--- config.mk ---
export PLATFORM = sky130hd
export DESIGN_NAME = sb_ctrl
export DESIGN_NICKNAME = d
export VERILOG_FILES = /design/src/rtl/sb_pkg.sv /design/src/rtl/sb_fu_slot.sv /design/src/rtl/sb_issue.sv /design/src/rtl/sb_wb_arb.sv /design/src/rtl/sb_ctrl.sv
export SDC_FILE = /design/constraint.sdc
export NUM_CORES = 1
export LEC_CHECK = 0
export ABC_CLOCK_PERIOD_IN_PS = 4100
export BUFFER_PORTS_ARGS = -buffer_cell sky130_fd_sc_hd__buf_2
export CAP_MARGIN = 10
export CORE_AREA = 2 2 221 223
export CTS_CLUSTER_DIAMETER = 60
export DETAILED_ROUTE_END_ITERATION = 10
export DIE_AREA = 0 0 223 225
export PLACE_DENSITY_LB_ADDON = 0.08
export SETUP_SLACK_MARGIN = 0.1
export SKIP_LAST_GASP = 1
export SYNTH_ARGS = -nofsm -noshare
export SYNTH_HDL_FRONTEND = slang
export SYNTH_SLANG_ARGS = --single-unit
--- constraint.sdc ---
create_clock -name clk -period 4.1 [get_ports clk]
set_input_delay 0.82 -clock clk [delete_from_list [all_inputs] [get_ports clk]]
set_output_delay 0.82 -clock clk [all_outputs]
set_load 0.01 [all_outputs]
--- src/rtl/sb_pkg.sv ---
package sb_pkg;

    typedef enum logic [1:0] {
        CLS_INT = 2'd0,
        CLS_MUL = 2'd1,
        CLS_ADD = 2'd2,
        CLS_DIV = 2'd3
    } fu_cls_e;

    typedef enum logic [1:0] {
        SL_IDLE = 2'd0,
        SL_WAIT = 2'd1,
        SL_EXEC = 2'd2,
        SL_DONE = 2'd3
    } slot_st_e;

    // Units are laid out by class: integer first, then multiply, add, divide.
    function automatic fu_cls_e cls_of_unit(int u, int n_int, int n_mul, int n_add);
        if (u < n_int)                    return CLS_INT;
        else if (u < n_int + n_mul)       return CLS_MUL;
        else if (u < n_int + n_mul + n_add) return CLS_ADD;
        else                              return CLS_DIV;
    endfunction

endpackage

--- src/rtl/sb_fu_slot.sv ---
module sb_fu_slot
    import sb_pkg::*;
#(
    parameter int REGW = 5,
    parameter int TAGW = 3,
    parameter int CNTW = 6,
    parameter int LAT  = 1
) (
    input  logic            clk,
    input  logic            rst,
    input  logic            issue_en,
    input  logic [REGW-1:0] iss_dst,
    input  logic [REGW-1:0] iss_s1,
    input  logic [REGW-1:0] iss_s2,
    input  logic            iss_r1,
    input  logic            iss_r2,
    input  logic [TAGW-1:0] iss_q1,
    input  logic [TAGW-1:0] iss_q2,
    input  logic            wb_any,
    input  logic [TAGW-1:0] wb_tag,
    input  logic            wb_me,
    output logic            busy,
    output logic            waiting,
    output logic            done,
    output logic            rd_go,
    output logic [REGW-1:0] dst,
    output logic [REGW-1:0] s1,
    output logic [REGW-1:0] s2,
    output logic            r1,
    output logic            r2
);

    slot_st_e        st, st_nx;
    logic [CNTW-1:0] cnt;
    logic [TAGW-1:0] q1, q2;

    // next-state selection
    always_comb begin
        st_nx = st;
        unique case (st)
            SL_IDLE: if (issue_en)      st_nx = SL_WAIT;
            SL_WAIT: if (r1 && r2)      st_nx = SL_EXEC;
            SL_EXEC: if (cnt == CNTW'(1)) st_nx = SL_DONE;
            SL_DONE: if (wb_me)         st_nx = SL_IDLE;
            default:                    st_nx = SL_IDLE;
        endcase
    end

    // state register
    always_ff @(posedge clk) begin
        if (rst) st <= SL_IDLE;
        else     st <= st_nx;
    end

    // outputs
    always_comb begin
        busy    = (st != SL_IDLE);
        waiting = (st == SL_WAIT);
        done    = (st == SL_DONE);
        rd_go   = (st == SL_WAIT) && r1 && r2;
    end

    // latency countdown
    always_ff @(posedge clk) begin
        if (rst)                 cnt <= '0;
        else if (rd_go)          cnt <= CNTW'(LAT);
        else if (st == SL_EXEC)  cnt <= cnt - CNTW'(1);
    end

    // entry fields: registers, producers, ready flags
    always_ff @(posedge clk) begin
        if (rst) begin
            dst <= '0; s1 <= '0; s2 <= '0;
            r1  <= 1'b0; r2 <= 1'b0; q1 <= '0; q2 <= '0;
        end else if (issue_en) begin
            dst <= iss_dst; s1 <= iss_s1; s2 <= iss_s2;
            r1  <= iss_r1;  r2 <= iss_r2; q1 <= iss_q1; q2 <= iss_q2;
        end else if (st == SL_WAIT) begin
            if (r1 && r2) begin
                r1 <= 1'b0;
                r2 <= 1'b0;
            end else begin
                if (wb_any && !r1 && q1 == wb_tag) begin r1 <= 1'b1; q1 <= '0; end
                if (wb_any && !r2 && q2 == wb_tag) begin r2 <= 1'b1; q2 <= '0; end
            end
        end
    end

    a_r3_issue_into_idle: assert property (@(posedge clk) disable iff (rst)
        issue_en |-> st == SL_IDLE);
    a_r5_flags_drop_after_read: assert property (@(posedge clk) disable iff (rst)
        rd_go |=> (st == SL_EXEC && !r1 && !r2));
    a_r6_done_from_exec: assert property (@(posedge clk) disable iff (rst)
        $rose(done) |-> $past(st) == SL_EXEC);
    a_r9_free_after_write: assert property (@(posedge clk) disable iff (rst)
        wb_me |=> st == SL_IDLE);
    a_r8_grant_only_when_done: assert property (@(posedge clk) disable iff (rst)
        wb_me |-> st == SL_DONE);

endmodule

--- src/rtl/sb_issue.sv ---
module sb_issue
    import sb_pkg::*;
#(
    parameter int NFU   = 5,
    parameter int N_INT = 1,
    parameter int N_MUL = 2,
    parameter int N_ADD = 1
) (
    input  logic           clk,
    input  logic           rst,
    input  logic           in_valid,
    input  fu_cls_e        in_cls,
    input  logic [NFU-1:0] busy,
    input  logic           waw,
    output logic           in_ready,
    output logic [NFU-1:0] issue_vec
);

    logic [NFU-1:0] sel;
    logic           found;

    // lowest idle unit of the requested class
    always_comb begin
        sel   = '0;
        found = 1'b0;
        for (int u = 0; u < NFU; u++) begin
            if (!found && !busy[u] && cls_of_unit(u, N_INT, N_MUL, N_ADD) == in_cls) begin
                sel[u] = 1'b1;
                found  = 1'b1;
            end
        end
    end

    assign in_ready  = found && !waw;
    assign issue_vec = (in_valid && in_ready) ? sel : '0;

    a_r1_single_issue: assert property (@(posedge clk) disable iff (rst)
        $onehot0(issue_vec));
    a_r2_hold_on_waw: assert property (@(posedge clk) disable iff (rst)
        waw |-> issue_vec == '0);

endmodule

--- src/rtl/sb_wb_arb.sv ---
module sb_wb_arb #(
    parameter int NFU  = 5,
    parameter int REGW = 5,
    parameter int TAGW = 3
) (
    input  logic [NFU-1:0]           done,
    input  logic [NFU-1:0]           waiting,
    input  logic [NFU-1:0][REGW-1:0] dst,
    input  logic [NFU-1:0][REGW-1:0] s1,
    input  logic [NFU-1:0][REGW-1:0] s2,
    input  logic [NFU-1:0]           r1,
    input  logic [NFU-1:0]           r2,
    output logic [NFU-1:0]           wr_grant,
    output logic                     wr_any,
    output logic [TAGW-1:0]          wr_tag
);

    logic [NFU-1:0] war;

    // a waiting reader still needs the old value of this unit's destination
    always_comb begin
        war = '0;
        for (int u = 0; u < NFU; u++) begin
            for (int v = 0; v < NFU; v++) begin
                if (v != u && waiting[v] &&
                    ((s1[v] == dst[u] && r1[v]) || (s2[v] == dst[u] && r2[v])))
                    war[u] = 1'b1;
            end
        end
    end

    // lowest-index eligible finisher wins
    always_comb begin
        wr_grant = '0;
        wr_any   = 1'b0;
        wr_tag   = '0;
        for (int u = 0; u < NFU; u++) begin
            if (!wr_any && done[u] && !war[u]) begin
                wr_grant[u] = 1'b1;
                wr_any      = 1'b1;
                wr_tag      = TAGW'(u + 1);
            end
        end
    end

endmodule

--- src/rtl/sb_ctrl.sv ---
module sb_ctrl
    import sb_pkg::*;
#(
    parameter int N_INT   = 1,
    parameter int N_MUL   = 2,
    parameter int N_ADD   = 1,
    parameter int N_DIV   = 1,
    parameter int NREG    = 32,
    parameter int LAT_INT = 1,
    parameter int LAT_MUL = 10,
    parameter int LAT_ADD = 2,
    parameter int LAT_DIV = 40
) (
    input  logic                                     clk,
    input  logic                                     rst,
    input  logic                                     in_valid,
    output logic                                     in_ready,
    input  logic [1:0]                               in_cls,
    input  logic [$clog2(NREG)-1:0]                  in_dst,
    input  logic [$clog2(NREG)-1:0]                  in_src1,
    input  logic [$clog2(NREG)-1:0]                  in_src2,
    output logic [N_INT+N_MUL+N_ADD+N_DIV-1:0]       rd_grant,
    output logic [N_INT+N_MUL+N_ADD+N_DIV-1:0]       wr_grant,
    output logic [N_INT+N_MUL+N_ADD+N_DIV-1:0]       busy_o,
    output logic [NREG*$clog2(N_INT+N_MUL+N_ADD+N_DIV+1)-1:0] prod_o
);

    localparam int NFU  = N_INT + N_MUL + N_ADD + N_DIV;
    localparam int REGW = $clog2(NREG);
    localparam int TAGW = $clog2(NFU + 1);
    localparam int LMX1 = (LAT_INT > LAT_MUL) ? LAT_INT : LAT_MUL;
    localparam int LMX2 = (LAT_ADD > LAT_DIV) ? LAT_ADD : LAT_DIV;
    localparam int LMAX = (LMX1 > LMX2) ? LMX1 : LMX2;
    localparam int CNTW = $clog2(LMAX + 1);

    logic [TAGW-1:0]           prod_q [NREG];
    logic [NFU-1:0]            issue_vec, waiting, done;
    logic [NFU-1:0][REGW-1:0]  dst_a, s1_a, s2_a;
    logic [NFU-1:0]            r1_a, r2_a;
    logic                      wr_any, waw;
    logic [TAGW-1:0]           wr_tag, iss_tag, p1, p2, iss_q1, iss_q2;
    logic [REGW-1:0]           wr_dst;
    logic                      iss_r1, iss_r2;

    // source readiness at issue, including a same-cycle write
    always_comb begin
        p1     = prod_q[in_src1];
        p2     = prod_q[in_src2];
        iss_r1 = (p1 == '0) || (wr_any && p1 == wr_tag);
        iss_r2 = (p2 == '0) || (wr_any && p2 == wr_tag);
        iss_q1 = iss_r1 ? '0 : p1;
        iss_q2 = iss_r2 ? '0 : p2;
        waw    = (prod_q[in_dst] != '0);
    end

    always_comb begin
        iss_tag = '0;
        wr_dst  = '0;
        for (int u = 0; u < NFU; u++) begin
            if (issue_vec[u]) iss_tag = TAGW'(u + 1);
            if (wr_grant[u])  wr_dst  = dst_a[u];
        end
    end

    sb_issue #(.NFU(NFU), .N_INT(N_INT), .N_MUL(N_MUL), .N_ADD(N_ADD)) u_issue (
        .clk       (clk),
        .rst       (rst),
        .in_valid  (in_valid),
        .in_cls    (fu_cls_e'(in_cls)),
        .busy      (busy_o),
        .waw       (waw),
        .in_ready  (in_ready),
        .issue_vec (issue_vec)
    );

    for (genvar g = 0; g < NFU; g++) begin : g_slot
        localparam fu_cls_e C = cls_of_unit(g, N_INT, N_MUL, N_ADD);
        localparam int L = (C == CLS_INT) ? LAT_INT :
                           (C == CLS_MUL) ? LAT_MUL :
                           (C == CLS_ADD) ? LAT_ADD : LAT_DIV;
        sb_fu_slot #(.REGW(REGW), .TAGW(TAGW), .CNTW(CNTW), .LAT(L)) u_slot (
            .clk      (clk),
            .rst      (rst),
            .issue_en (issue_vec[g]),
            .iss_dst  (in_dst),
            .iss_s1   (in_src1),
            .iss_s2   (in_src2),
            .iss_r1   (iss_r1),
            .iss_r2   (iss_r2),
            .iss_q1   (iss_q1),
            .iss_q2   (iss_q2),
            .wb_any   (wr_any),
            .wb_tag   (wr_tag),
            .wb_me    (wr_grant[g]),
            .busy     (busy_o[g]),
            .waiting  (waiting[g]),
            .done     (done[g]),
            .rd_go    (rd_grant[g]),
            .dst      (dst_a[g]),
            .s1       (s1_a[g]),
            .s2       (s2_a[g]),
            .r1       (r1_a[g]),
            .r2       (r2_a[g])
        );
    end

    sb_wb_arb #(.NFU(NFU), .REGW(REGW), .TAGW(TAGW)) u_arb (
        .done     (done),
        .waiting  (waiting),
        .dst      (dst_a),
        .s1       (s1_a),
        .s2       (s2_a),
        .r1       (r1_a),
        .r2       (r2_a),
        .wr_grant (wr_grant),
        .wr_any   (wr_any),
        .wr_tag   (wr_tag)
    );

    // register producer table
    always_ff @(posedge clk) begin
        if (rst) begin
            for (int r = 0; r < NREG; r++) prod_q[r] <= '0;
        end else begin
            if (wr_any)        prod_q[wr_dst] <= '0;
            if (issue_vec != '0) prod_q[in_dst] <= iss_tag;
        end
    end

    always_comb begin
        for (int r = 0; r < NREG; r++) prod_o[r*TAGW +: TAGW] = prod_q[r];
    end

    a_r3_producer_recorded: assert property (@(posedge clk) disable iff (rst)
        (in_valid && in_ready) |=> prod_q[$past(in_dst)] != '0);
    a_r9_producer_cleared: assert property (@(posedge clk) disable iff (rst)
        wr_any |=> prod_q[$past(wr_dst)] == '0);
    a_r8_one_writer: assert property (@(posedge clk) disable iff (rst)
        $onehot0(wr_grant));
    a_r10_reset_clears: assert property (@(posedge clk)
        rst |=> busy_o == '0);

endmodule

Yosys cells after proc, flatten, opt, wreduce, memory -nomap -nowiden
Memory sizes are Yosys's and may differ from the RTL's.
Index checks and enable logic that the tools add are counted.
{"block": "word_totals", "ff_bits": 155, "ramBits": 96, "in_bits": 20, "output_inout_bits": 112, "wordCells": 586, "mem_count": 1}
{"name": "prod_q", "depth": 32, "width": 3, "rd": 35, "rd_clocked_by_memory_dff": 0, "write_ports": 32, "line": "sb_ctrl.sv:36", "text": "logic [TAGW-1:0] prod_q [NREG];"}
{"block": "op_classes", "addsub": 5, "eq_ne": 100, "n_mux": 185, "n_reduce_logical": 245}
{"operator": "== test 5 bit", "count": 40}
{"operator": "two-way mux 3 bit", "count": 50}
{"operator": "logical AND 1 bit", "count": 117}
{"operator": "two-way mux 1 bit", "count": 92}
{"operator": "nonzero test 2 bit", "count": 25}
{"operator": "two-way mux 2 bit", "count": 24}
{"operator": "two-way mux 5 bit", "count": 8}
{"operator": "case mux 2 bit (4 select lines)", "count": 5}
{"operator": "== test 3 bit", "count": 12}
{"operator": "nonzero test 3 bit", "count": 11}
{"operator": "== test 6 x 1 -> 1 bit, second input constant", "count": 5}
{"operator": "inequality test 2 bit, second input constant", "count": 15}
{"operator": "AND reduction 3 bit", "count": 10}
{"operator": "subtractor 6 x 1 -> 6 bit, second input constant", "count": 5}
{"operator": "logical NOT 1 bit", "count": 29}
{"operator": "logical OR 1 bit", "count": 22}
{"operator": "== test 2 bit, second input constant", "count": 10}
{"operator": "inequality test 2 x 1 -> 1 bit, second input constant", "count": 10}
{"operator": "AND reduction 2 bit", "count": 10}
{"operator": "AND reduction 4 bit", "count": 5}
{"operator": "two-way mux 4 bit", "count": 4}
{"operator": "logical NOT 2 bit", "count": 6}
{"operator": "two-way mux 6 bit", "count": 2}
{"operator": "== test 2 x 1 -> 1 bit, second input constant", "count": 5}
{"operator": "other kinds (6)", "count": 13}

Logic depth before layout (Yosys ltp)
Gate-level depths: netlist of the first run.
{"block": "logic_depth", "ltp_word": 33, "depth_mapped": 15, "mapped_depth_nobuf": 12}

By module
From an unflattened synthesis of the first run, not the netlist that was laid out.
{"block": "unflattened", "hier_cells": 1740, "hier_area_um2": 16293.1}
{"mod": "sb_ctrl", "instances": 1, "cells_each": 649, "area_each_um2": 6611.3}
{"mod": "sb_fu_slot at g_slot[1].u_slot ...", "instances": 2, "cells_each": 148, "area_each_um2": 1407.6}
{"mod": "sb_wb_arb", "instances": 1, "cells_each": 342, "area_each_um2": 2601.2}
{"mod": "sb_fu_slot at g_slot[3].u_slot", "instances": 1, "cells_each": 148, "area_each_um2": 1397.6}
{"mod": "sb_fu_slot at g_slot[0].u_slot", "instances": 1, "cells_each": 146, "area_each_um2": 1392.6}
{"mod": "sb_fu_slot at g_slot[4].u_slot", "instances": 1, "cells_each": 146, "area_each_um2": 1376.3}
{"mod": "sb_issue", "instances": 1, "cells_each": 13, "area_each_um2": 98.8}

Worst setup path after synthesis of the first run
OpenSTA, ideal clock, no wires.
{"block": "synth_timing", "path_type": "input-to-reg", "startpoint": "input in_dst[4]", "endpoint": "memory prod_q[0][0], data pin", "setup_time_ns": 0.270, "t_arrival_ns": 3.210, "t_required_ns": 3.830, "path_slack_ns": 0.620, "stages": 12, "path_cell_list": "buf_2 > or3b_1 > buf_2 > o311ai_0 > a211oi_2 > nand4_2 > or3b_1 > buf_2 > nor2_1 > nor3_1 > clkbuf_1 > nor3_1"}
{"element": "start, declared", "line": "sb_ctrl.sv:19", "text": "input logic [$clog2(NREG)-1:0] in_dst,"}
{"element": "end, declared", "line": "sb_ctrl.sv:36"}

Worst setup path after layout of the first run
{"block": "layout_timing", "startpoint": "register g_slot[1].u_slot.st[1]", "endpoint": "register g_slot[2].u_slot.s2[1]"}
{"block": "layout_between", "elab_chain_len": 20, "word_cells_on_any_way": 21, "cone_classes": "mux (6); reduce/logical (15)"}
{"element": "start, declared", "line": "sb_fu_slot.sv:33", "text": "slot_st_e st, st_nx;"}
{"element": "start signal, assigned", "line": "sb_fu_slot.sv:52", "text": "else st <= st_nx;"}
{"element": "nonzero test 2 bit (*)", "line": "sb_fu_slot.sv:57", "text": "busy = (st != SL_IDLE);"}
{"element": "logical NOT 1 bit (*)", "line": "sb_issue.sv:27", "text": "if (!found && !busy[u] && cls_of_unit(u, N_INT, N_MUL, N_ADD) == in_cls) begin"}
{"element": "logical AND 1 bit (*) (2 in series)", "line": "sb_issue.sv:27"}
{"element": "two-way mux 1 bit (*)", "line": "sb_issue.sv:27"}
{"element": "logical NOT 1 bit", "line": "sb_issue.sv:27"}
{"element": "logical AND 1 bit (2 in series)", "line": "sb_issue.sv:27"}
{"element": "two-way mux 1 bit", "line": "sb_issue.sv:27"}
{"element": "logical NOT 1 bit", "line": "sb_issue.sv:27"}
{"element": "logical AND 1 bit (2 in series)", "line": "sb_issue.sv:27"}
{"element": "two-way mux 1 bit", "line": "sb_issue.sv:27"}
{"element": "logical NOT 1 bit", "line": "sb_issue.sv:27"}
{"element": "logical AND 1 bit (2 in series)", "line": "sb_issue.sv:27"}
{"element": "two-way mux 1 bit", "line": "sb_issue.sv:27"}
{"element": "logical AND 1 bit", "line": "sb_issue.sv:34", "text": "assign in_ready = found && !waw;"}
{"element": "logical AND 1 bit", "line": "sb_issue.sv:35", "text": "assign issue_vec = (in_valid && in_ready) ? sel : '0;"}
{"element": "two-way mux 5 bit (*)", "line": "sb_issue.sv:35"}
{"element": "end signal, assigned", "line": "sb_fu_slot.sv:76", "text": "dst <= iss_dst; s1 <= iss_s1; s2 <= iss_s2;"}
{"element": "end, declared", "line": "sb_fu_slot.sv:28", "text": "output logic [REGW-1:0] s2,"}
Every way passes the cells marked *; elsewhere a longest branch is shown, timed or not.
A chain may end at the register's enable or synchronous reset.

==> results.yml, run 1 <==
synth:
  syn_area_um2: 16500
  synth.area.top_cells: "dfxtp_1 (19%), edfxtp_1 (17%), xnor2_1 (9.8%), mux4_2 (6.3%), nand2_1 (5.3%)"
  yosysTopAreaCellShare: 0.1880
  synth.top_cells.by_count: "nand2_1 (235), xnor2_1 (185), dfxtp_1 (155), nor3_1 (155), nor2_1 (108)"
  ys_seq_area_frac: 0.3627
  synth_edf_count: 96
  synthCells: 1832
  yosysWarnings: 0
  synth_area_leader_cell: "dfxtp_1"
  synth.most_common_cell: "nand2_1"
  ys_seq_elements: 251
  synth_ff_type: "dfxtp_1"
  synth_nets: 1886
  avgSynthCellArea_um2: 9.008
  synthDistinctLibCells: 89
  synth_async_sr_flop_share: 0
timing:
  rsz0062_at_grt: "true"
  fin_crit_ns: 3.914
  period_share: 0.9547
  clock_skew_ns: 0.02901
  fmax_mhz: 255.5
  worst_pin_slew_ns: 1.014
  fin_ws_ns: 0.1858
  max_slew_margin: 0.3238
  setup_viol: 0
  hold_viol_final: 0
  tns_ns: 0
  maxSlewViolCount: 0
placed_design:
  place_area_um2: 18110
  dpl.hpwl_um: 47120
  routabilityCongestion: 0.9303
  port_buffers: 131
  dp_slack_ns: -0.08291
global_route:
  grt_pass1_wl_um: 94940
  antenna_found_initial: 1
  grt_start_max_net_pins: 78
  grt_use_total: 0.2556
  grt_pass1_vias: 14250
  gr-total-overflow: 0
worst_hold_path:
  hp-class: "reg2reg"
  holdPathStages: 2
  worstHoldStart: "g_slot[1].u_slot.dst[0]"
  hold_end: "g_slot[1].u_slot.dst[0]"
layout:
  drive_above_1_share: 0.2146
  area_growth_pct: 17.24
  nets: 1990
  seqCellArea_um2: 5996
  num-fill-cells: 4745
  antenna_cells: 0
  finalInstanceArea_um2: 19350
  multi_input_area_um2: 9306
  final_util: 0.4069
power:
  ir_drop_uv: 294.9
  power_density_nw_per_um2: 395.1
  p_leak_uw: 0.007228
  total_power_uw: 7646
die:
  start_util: 0.3471
  die_h_um: 225
  ios: 132
  die_w_um: 223
  fp.dieArea_um2: 50180
  coreArea_um2: 47550
  rows: 80
route:
  routed_wirelength_um: 64470
  dr_total_vias: 14470
  route.detailed.drc: 0
  first_pass_iters: 5
  routedWlPerCell_um: 25.02
  drtIter0Drc: 1072
  ant_nets: 0
  viasPerCell: 5.614
cts:
  cts_buffers: 36
  clkSlewWorstSetupHoldPaths_ns: 0.05
  cts.sinks: 251
  clock_latency_ns: 0.57
  cts_buffer_depth: 3
  postCtsHoldBufs: 0
  cts_tree: "yes"
  htree_num_levels: 2
  postCtsSetupRepairBufs: 0
  root_buffer: "clkbuf_16"
setup_path:
  r2r-start: "g_slot[1].u_slot.st[1]"
  crit_type: "reg2reg"
  ff2ff_setup_slack_ns: 0.19
  cp.required_ns: 4.57
  ff2ff_path_depth: 13
  cp_common_cell: "buf_4"
  crit_path_end_kind: "flop"
  path_cells: "inv_1, ha_1, or2_2, mux4_2, o21ai_0, a211oi_2, nand4_2, or3b_1, nor2_2, buf_4, buf_4, nand2_1, a21oi_1"
  r2r-end: "g_slot[2].u_slot.s2[1]"
  max_stage_delay_ns: 0.57
  crit_fanout: 10
  setup.worst_path.start_class: "flop"
  critPathArrivalTime_ns: 4.39
  crit_path_top_delay_cell: "or3b_1"
job:
  max-cap-violations: 0
run_status:
  outcome: "finished clean"
[area by class of cell]
class | instances | share of cell area
Clock buffer | 44 | 0.04915
Tap cell | 615 | 0.03977
Sequential cell | 251 | 0.3099
Timing Repair Buffer | 273 | 0.09816
Clock inverter | 20 | 0.01235
Multi-Input combinational cell | 1324 | 0.4810
Inverter | 50 | 0.009700
[critical path, delay by kind of cell, from the launching register on]
family                   cells  cell delay, ns
AO/OA/AOI/OAI                3            0.79
adder cells (fa/ha/maj)      1            0.30
buffers and inverters        3            0.57
flip-flops                   1            0.34
multiplexers                 1            0.35
AND/OR/NAND/NOR              5            1.46
[state kept, by name, indices dropped and copies added, names as in the netlist]
name / cells
g_slot.u_slot.r2: 5
g_slot.u_slot.cnt: 30
g_slot.u_slot.s2: 25
g_slot.u_slot.s1: 25
g_slot.u_slot.q2: 15
g_slot.u_slot.q1: 15
g_slot.u_slot.r1: 5
g_slot.u_slot.dst: 25
prod_q: 96
g_slot.u_slot.st: 10
[layout by cell type (no fill, tap or decap), types with 9 or more instances in the layout]
master,instances
a211o_1,36
nand4_1,46
a21oi_1,103
clkbuf_16,36
nor2b_1,10
nor4_1,14
or3_1,9
mux2i_1,32
nand2b_1,11
xnor2_1,185
o21ai_0,22
xor2_1,51
edfxtp_1,96
ha_1,34
nand2_1,233
inv_1,48
mux4_2,46
nor3_1,153
buf_4,129
o22ai_1,11
nand3_1,26
buf_2,130
nor2_1,104
a22oi_1,14
a211oi_1,17
buf_12,14
nand3b_1,13
dfxtp_1,147
[worst max path at each step]
| stage | startpoint | end | cells after the start |
|---|---|---|---|
| after CTS | g_slot[0].u_slot.dst[1] | wr_grant[1] | 11 |
| after global routing | g_slot[2].u_slot.st[1] | wr_grant[3] | 10 |
| after global placement | in_dst[1] | g_slot[2].u_slot.s2[1] | 12 |
| after detailed placement | in_dst[1] | g_slot[2].u_slot.st[0] | 12 |
| after floorplan | in_dst[4] | prod_q[0][0] | 12 |
| final | g_slot[1].u_slot.st[1] | g_slot[2].u_slot.s2[1] | 13 |
[routing by layer]
| metal | global-route usage | wire length [um] | up-vias |
|---|---|---|---|
| li1 | - | - | 6702 |
| met1 | 0.3309 | 27640 | 7128 |
| met2 | 0.4231 | 30570 | 510 |
| met3 | 0.03898 | 3612 | 125 |
| met4 | 0.1139 | 2624 | 2 |
| met5 | 0 | 16 | - |
[timing repair]
item | in CTS | in global routing
endpoints found under the setup margin | 22 | 61
gates cloned | 0 | 0
gates resized for setup | 4 | 13
[per-stage QoR]
step                hold WS, ns  std cells
floorplan                0.4393       1832
global placement         0.4469       2513
detailed placement       0.4561       2513
CTS                      0.4633       2577
global route             0.4805       2577
finish                   0.4624       2577
[cells by family after synthesis]
family,synth area share
multiplexers,0.08287
buffers and inverters,0.07688
flip-flops,0.3627
adder cells (fa/ha/maj),0.02578
XOR/XNOR,0.1252
AO/OA/AOI/OAI,0.1305
AND/OR/NAND/NOR,0.1961
[where the power goes]
| group | internal [uW] | switching (uW) |
|---|---|---|
| Clock | 1920 | 1260 |
| Sequential | 2720 | 177 |
| Combinational | 634 | 935 |
Note: power is estimated with default switching activity, not from simulation.
==> run 2, diff against run 1 <==
--- a/config.mk
+++ b/config.mk
@@ -5,7 +5,7 @@
 export SDC_FILE = /design/constraint.sdc
 export NUM_CORES = 1
 export LEC_CHECK = 0
-export ABC_CLOCK_PERIOD_IN_PS = 4100
+export ABC_CLOCK_PERIOD_IN_PS = 3550
 export BUFFER_PORTS_ARGS = -buffer_cell sky130_fd_sc_hd__buf_2
 export CAP_MARGIN = 10
 export CORE_AREA = 2 2 221 223
==> constraint.sdc (replaced) <==
create_clock -name clk -period 3.55 [get_ports clk]
set_input_delay 0.71 -clock clk [delete_from_list [all_inputs] [get_ports clk]]
set_output_delay 0.71 -clock clk [all_outputs]
set_load 0.01 [all_outputs]
==> run 2 against run 1 <==
  * The run now ends with setup timing left
  * First-iteration DRC count is 0.19% higher
  * Combinational power rose by 47%
  * Worst setup slack worse by 0.19 ns
  * Final cell count rose by 8.5%
  * Routed wire length up 5.2%
  * Largest cell class unchanged
  * Highest routed layer is now met4
==> results.yml, run 2 (same netlist as run 1, synthesis figures left out) <==
route:
  routed_wirelength_um: 67830
  dr_total_vias: 15600
  route.detailed.drc: 0
  ant_nets: 0
  drtIter0Drc: 1074
  routedWlPerCell_um: 24.25
  viasPerCell: 5.577
  first_pass_iters: 5
timing:
  fmax_mhz: 281.4
  hold_viol_final: 0
  maxSlewViolCount: 0
  fin_ws_ns: -0.003303
  max_slew_margin: 0.5068
  fin_crit_ns: 3.553
  worst_pin_slew_ns: 0.7397
  tns_ns: -0.003303
  setup_viol: 1
  clock_skew_ns: 0.01939
  rsz0062_at_grt: "true"
  period_share: 1.001
layout:
  num-fill-cells: 4523
  regMostFlops: "prod_q"
  top_regs: "prod_q x96, g_slot.u_slot.cnt x30"
  final_common_cell: "buf_4"
  drive_above_1_share: 0.3520
  nets: 2209
  largest_reg_flops: 96
  final_cell_count_no_fill: 2797
  antenna_cells: 0
  layout_common_cells: "buf_4 (295), nand2_1 (224), xnor2_1 (172)"
  area_growth_pct: 35.69
die:
  coreArea_um2: 47550
  start_util: 0.3471
  die_h_um: 225
  ios: 132
  fp.dieArea_um2: 50180
  die_w_um: 223
  rows: 80
power:
  power_density_nw_per_um2: 421.2
  p_leak_uw: 0.008630
  ir_drop_uv: 362.5
placed_design:
  port_buffers: 131
  placed_cells: 2680
  routabilityCongestion: 0.9560
  dpl.hpwl_um: 49840
global_route:
  grt_pass1_vias: 15430
  grt_start_max_net_pins: 112
  grt_pass1_wl_um: 100700
  grt_use_total: 0.2683
  antenna_found_initial: 0
  gr-total-overflow: 0
cts:
  root_buffer: "clkbuf_16"
  cts.sinks: 251
  clock_latency_ns: 0.56
  cts_buffer_depth: 3
  cts_tree: "yes"
  clkSlewWorstSetupHoldPaths_ns: 0.06
  cts_buffers: 36
  htree_num_levels: 2
run_status:
  outcome: "finished with violations"
  violations: "setup timing"
setup_path:
  critPathArrivalTime_ns: 2.84
  worst-path-stages: 13
  crit_path_end_kind: "output port"
  crit_fanout: 5
  path_cells: "buf_12, xnor2_2, nand4_1, or3_1, nand4_1, or4b_4, inv_4, nor3_4, buf_6, nand2_4, buf_6, inv_1, buf_2"
  path_buf_inv: 6
  max_stage_delay_ns: 0.40
  setup.worst_path.start_class: "flop"
  crit_path_top_delay_cell: "or3_1"
  ff2ff_path_depth: 16
  crit_family: "simple AND/OR/NAND/NOR gates"
  cp.required_ns: 2.84
  crit_type: "reg2out"
job:
  max-cap-violations: 0
worst_hold_path:
  hp-class: "reg2reg"
  holdPathStages: 2
run 2: cell count changes in the layout (fill, tap and decap cells not counted), sizes merged:
cell,change
buf,+218
bufinv,-2
clkbuf,+7
clkinv,-6
clkinvlp,+2
inv,+1
run 2: power by group:
part	leakage [uW]	switching, uW	internal, uW
Clock	0.000612	1490	2320
Sequential	0.00226	171	3150
Combinational	0.00576	1270	1030
run 2: routing by layer:
layer  part of all wire  global-route usage  routed length [um]  vias up
li1                   -                   -                   -     7154
met1               0.42              0.3456               28440     7728
met2               0.48              0.4492               32620      571
met3              0.055             0.03390                3704      145
met4              0.045              0.1247                3063        0
met5                  0                   0                   0        -
run 2: path summary, 6_finish.rpt:
path                                start                     end  slack (ns)
hold reg to reg    g_slot[2].u_slot.q2[2]  g_slot[2].u_slot.q2[2]        0.46
setup reg to reg  g_slot[0].u_slot.dst[3]           prod_q[13][2]        0.12
setup / recovery  g_slot[0].u_slot.dst[3]             wr_grant[4]      -0.003
hold / removal     g_slot[2].u_slot.q2[2]  g_slot[2].u_slot.q2[2]        0.46
run 2: worst min-delay path, stage by stage (launching register included):
cell	delay, ns
dfxtp_1	0.32
nand2_1	0.06
o2bb2ai_1	0.05
run 2: final cells by class:
cell class                 count  area, um2  share of cell area
clock buffer                  50       1089             0.04861
timing repair buffer         492       4068              0.1817
tap                          615      769.5             0.03436
multi-input combinational   1324      10070              0.4497
inverter                      50      197.7            0.008828
clock inverter                15      171.4            0.007655
sequential                   251       6027              0.2692
run 2: what timing repair did:
action / in CTS / in global routing
setup buffers: 33 / 18
cloned: 1 / 1
endpoints found under the setup margin: 226 / 177
resized for setup: 128 / 97
hold buffers: 0 / 0
pin swaps: 31 / 34
run 2: per-stage QoR:
stage,total power (uW),hold slack [ns],cell area [um2],util,setup WS (ns)
2_1_floorplan,4549,0.4393,16500,-,0.1802
3_3_place_gp,5452,0.4498,19710,0.4145,-0.2235
3_5_place_dp,5466,0.4558,19710,0.4145,-0.2763
4_1_cts,9409,0.4638,21730,0.4569,0.04192
5_1_grt,9812,0.4799,22390,0.4710,-0.08482
6_report,9433,0.4622,22390,0.4710,-0.003303
==> run 3, diff against run 2 <==
--- a/config.mk
+++ b/config.mk
@@ -8,13 +8,14 @@
 export ABC_CLOCK_PERIOD_IN_PS = 3550
 export BUFFER_PORTS_ARGS = -buffer_cell sky130_fd_sc_hd__buf_2
 export CAP_MARGIN = 10
-export CORE_AREA = 2 2 221 223
+export CORE_AREA = 2 2 219 221
 export CTS_CLUSTER_DIAMETER = 60
 export DETAILED_ROUTE_END_ITERATION = 10
-export DIE_AREA = 0 0 223 225
+export DIE_AREA = 0 0 221 223
 export PLACE_DENSITY_LB_ADDON = 0.08
 export SETUP_SLACK_MARGIN = 0.1
 export SKIP_LAST_GASP = 1
 export SYNTH_ARGS = -nofsm -noshare
 export SYNTH_HDL_FRONTEND = slang
+export SYNTH_HIERARCHICAL = 1
 export SYNTH_SLANG_ARGS = --single-unit
==> run 3 against run 2 <==
  * Critical path depth is 4 higher
  * Sequential power hardly changed
  * Maximum frequency is 5.4% lower
  * The flow still finishes with violations (setup timing)
  * Largest cell class unchanged
  * Total power is 8.5% higher
  * Largest power group unchanged
  * Global-route usage is 0.62 points lower
  * Sequential cell count stayed put
  * Clock power hardly changed
  * Register-to-register slack worse by 0.33 ns
  * Synthesized cell count is 5.0% lower
  * Synthesized area is 1.3% lower
==> results.yml, run 3 <==
layout:
  seqCellArea_um2: 6007
  final_common_cell: "buf_4"
  nets: 2341
  multi_input_area_um2: 11220
  layout_common_cells: "buf_4 (385), nor2_1 (178), xor2_1 (156)"
  antenna_cells: 0
  largest_reg_flops: 96
  drive_above_1_share: 0.4157
  num-fill-cells: 4291
  area_growth_pct: 51.32
  top_regs: "prod_q x96, g_slot.u_slot/cnt x30"
  regMostFlops: "prod_q"
  final_util: 0.5230
power:
  seqPwrFrac: 0.326
  p_int_uw: 6964
  power_density_nw_per_um2: 415.1
  swShare: 0.3196
  ir_drop_uv: 393.2
  power_frac_clock: 0.375
  switchingPower_uw: 3271
  p_leak_uw: 0.01075
  p_comb_frac: 0.299
  total_power_uw: 10230
die:
  ios: 132
  die_w_um: 221
  rows: 80
  coreArea_um2: 47150
  die_h_um: 223
  fp.dieArea_um2: 49280
  start_util: 0.3456
route:
  dr_total_vias: 15820
  viasPerCell: 5.400
  drtIter0Drc: 1249
  first_pass_iters: 5
  route.detailed.drc: 0
  routedWlPerCell_um: 23.40
  ant_nets: 0
  routed_wirelength_um: 68540
timing:
  fin_ws_ns: -0.2053
  clock_skew_ns: 0.01966
  hold_viol_final: 0
  fmax_mhz: 266.3
  maxSlewViolCount: 0
  setup_viol: 99
  fin_crit_ns: 3.755
  period_share: 1.058
  max_slew_margin: 0.3491
  worst_pin_slew_ns: 0.9736
  rsz0062_at_grt: "true"
setup_path:
  crit_family: "compound AO/OA/AOI/OAI gates"
  critPathArrivalTime_ns: 4.05
  crit_fanout: 7
  max_stage_delay_ns: 0.52
  crit_type: "reg2reg"
  setup.worst_path.start_class: "flop"
  path_cells: "buf_12, xnor2_2, nand4_1, o31ai_1, or4_1, a221o_1, buf_6, nor2b_4, nor2b_4, a221oi_2, o31ai_2, buf_4, mux2_4, nand2_4, nor2_4, buf_6, a221o_1"
  cp.required_ns: 3.84
  path_buf_inv: 4
  crit_path_end_kind: "flop"
  crit_path_top_delay_cell: "or4_1"
cts:
  cts_buffers: 36
  root_buffer: "clkbuf_16"
  cts.sinks: 251
  cts_buffer_depth: 3
  htree_num_levels: 2
  clock_latency_ns: 0.56
  postCtsHoldBufs: 0
  cts_tree: "yes"
  clkSlewWorstSetupHoldPaths_ns: 0.06
synth:
  synth_ff_type: "dfxtp_1"
  synth.top_cells.by_count: "nor2_1 (203), xor2_1 (176), dfxtp_1 (155)"
  syn_area_um2: 16290
  synthDistinctLibCells: 77
  synth.area.top_cells: "dfxtp_1 (19%), edfxtp_1 (18%), xor2_1 (9.5%), mux2i_1 (8.4%), nor2_1 (4.7%)"
  synth_area_leader_cell: "dfxtp_1"
  synthCells: 1740
  synth.most_common_cell: "nor2_1"
  synth_nets: 1794
  synth_async_sr_flop_share: 0
  avgSynthCellArea_um2: 9.364
  ys_seq_area_frac: 0.3674
  yosysTopAreaCellShare: 0.1904
  ys_seq_elements: 251
  synth_edf_count: 96
  yosysWarnings: 6
job:
  max-cap-violations: 0
global_route:
  grt_start_max_net_pins: 58
  grt_pass1_vias: 15730
  grt_pass1_wl_um: 97460
  grt_use_total: 0.2622
  gr-total-overflow: 0
  antenna_found_initial: 3
worst_hold_path:
  hp-class: "reg2reg"
placed_design:
  port_buffers: 131
  routabilityCongestion: 0.9040
  dpl.hpwl_um: 48740
run_status:
  violations: "setup timing"
  outcome: "finished with violations"
[run 3: cell count changes in the layout (fill, tap and decap cells not counted), sizes merged, moves of 95 or more]
cell   change
nand2    -127
xor2     +125
buf      +123
mux2i    +105
xnor2    -102
nor2      +95
[run 3: final timing paths]
path | startpoint | to | slack (ns) | cells past startpoint
max reg2reg | g_slot[1].u_slot/dst[0] | prod_q[13][2] | -0.21 | 17
min reg2reg | g_slot[4].u_slot/cnt[1] | g_slot[4].u_slot/cnt[1] | 0.50 | 2
max | g_slot[1].u_slot/dst[0] | prod_q[13][2] | -0.21 | 17
min | g_slot[4].u_slot/cnt[1] | g_slot[4].u_slot/cnt[1] | 0.50 | 2
[run 3: per-stage QoR]
stage | cells | setup TNS (ns) | area, um2 | hold WS (ns) | setup WS (ns)
floorplan | 1740 | -6.306 | 16450 | 0.4657 | -0.2121
global placement | 2788 | -138.76 | 20760 | 0.4809 | -0.7838
detailed placement | 2788 | -150.71 | 20760 | 0.4872 | -0.8893
CTS | 2864 | -7.975 | 22630 | 0.5041 | -0.1268
global route | 2929 | -27.08 | 24650 | 0.5254 | -0.2899
finish | 2929 | -13.40 | 24650 | 0.5008 | -0.2053
[run 3: repair_timing]
| action | CTS | global route |
|---|---|---|
| resized for setup | 117 | 293 |
| endpoints found under the setup margin | 242 | 266 |
| pin swaps | 51 | 127 |
| buffers inserted | 11 | 58 |
| cloned | 1 | 10 |
[run 3: final cells by class]
cell class	instances	area share
clock inverter	12	0.007714
sequential	251	0.2436
multi-input combinational	1332	0.4549
timing repair buffer	622	0.2115
tap	615	0.03121
inverter	44	0.007359
clock buffer	53	0.04369
[run 3: power by group through the flow]
stage	Combinational, uW	Sequential [uW]	Clock (uW)
3_3_place_gp	2560	3370	0
3_5_place_dp	2590	3380	0
5_1_grt	3260	3360	4010
6_report	3060	3340	3840
2_1_floorplan	1350	3410	0
4_1_cts	2690	3330	3930
[run 3: cell families after synthesis]
logic type,synth area share
AOI/OAI and AO/OA,0.09238
xor gates and xnor gates,0.1392
adders and majority gates,0.02611
buffers and inverters,0.04531
DFF,0.3674
muxes,0.1190
and+or+nand+nor,0.2106
[run 3: metal layers]
layer  vias up  GRT usage  wire length (um)
met5         -          0                35
met4         6     0.1197              3152
met3       173    0.03885              3762
met2       537     0.4373             32710
met1      7796     0.3354             28880
li1       7306          -                 -
[run 3: worst reg2reg max path: stages, from the launching register on]
cell and delay, ns:
dfxtp_2 0.33, buf_12 0.14, xnor2_2 0.13, nand4_1 0.09, o31ai_1 0.07, or4_1 0.52, a221o_1 0.35, buf_6 0.15
nor2b_4 0.16, nor2b_4 0.08, a221oi_2 0.27, o31ai_2 0.10, buf_4 0.15, mux2_4 0.29, nand2_4 0.10, nor2_4 0.04
buf_6 0.13, a221o_1 0.39
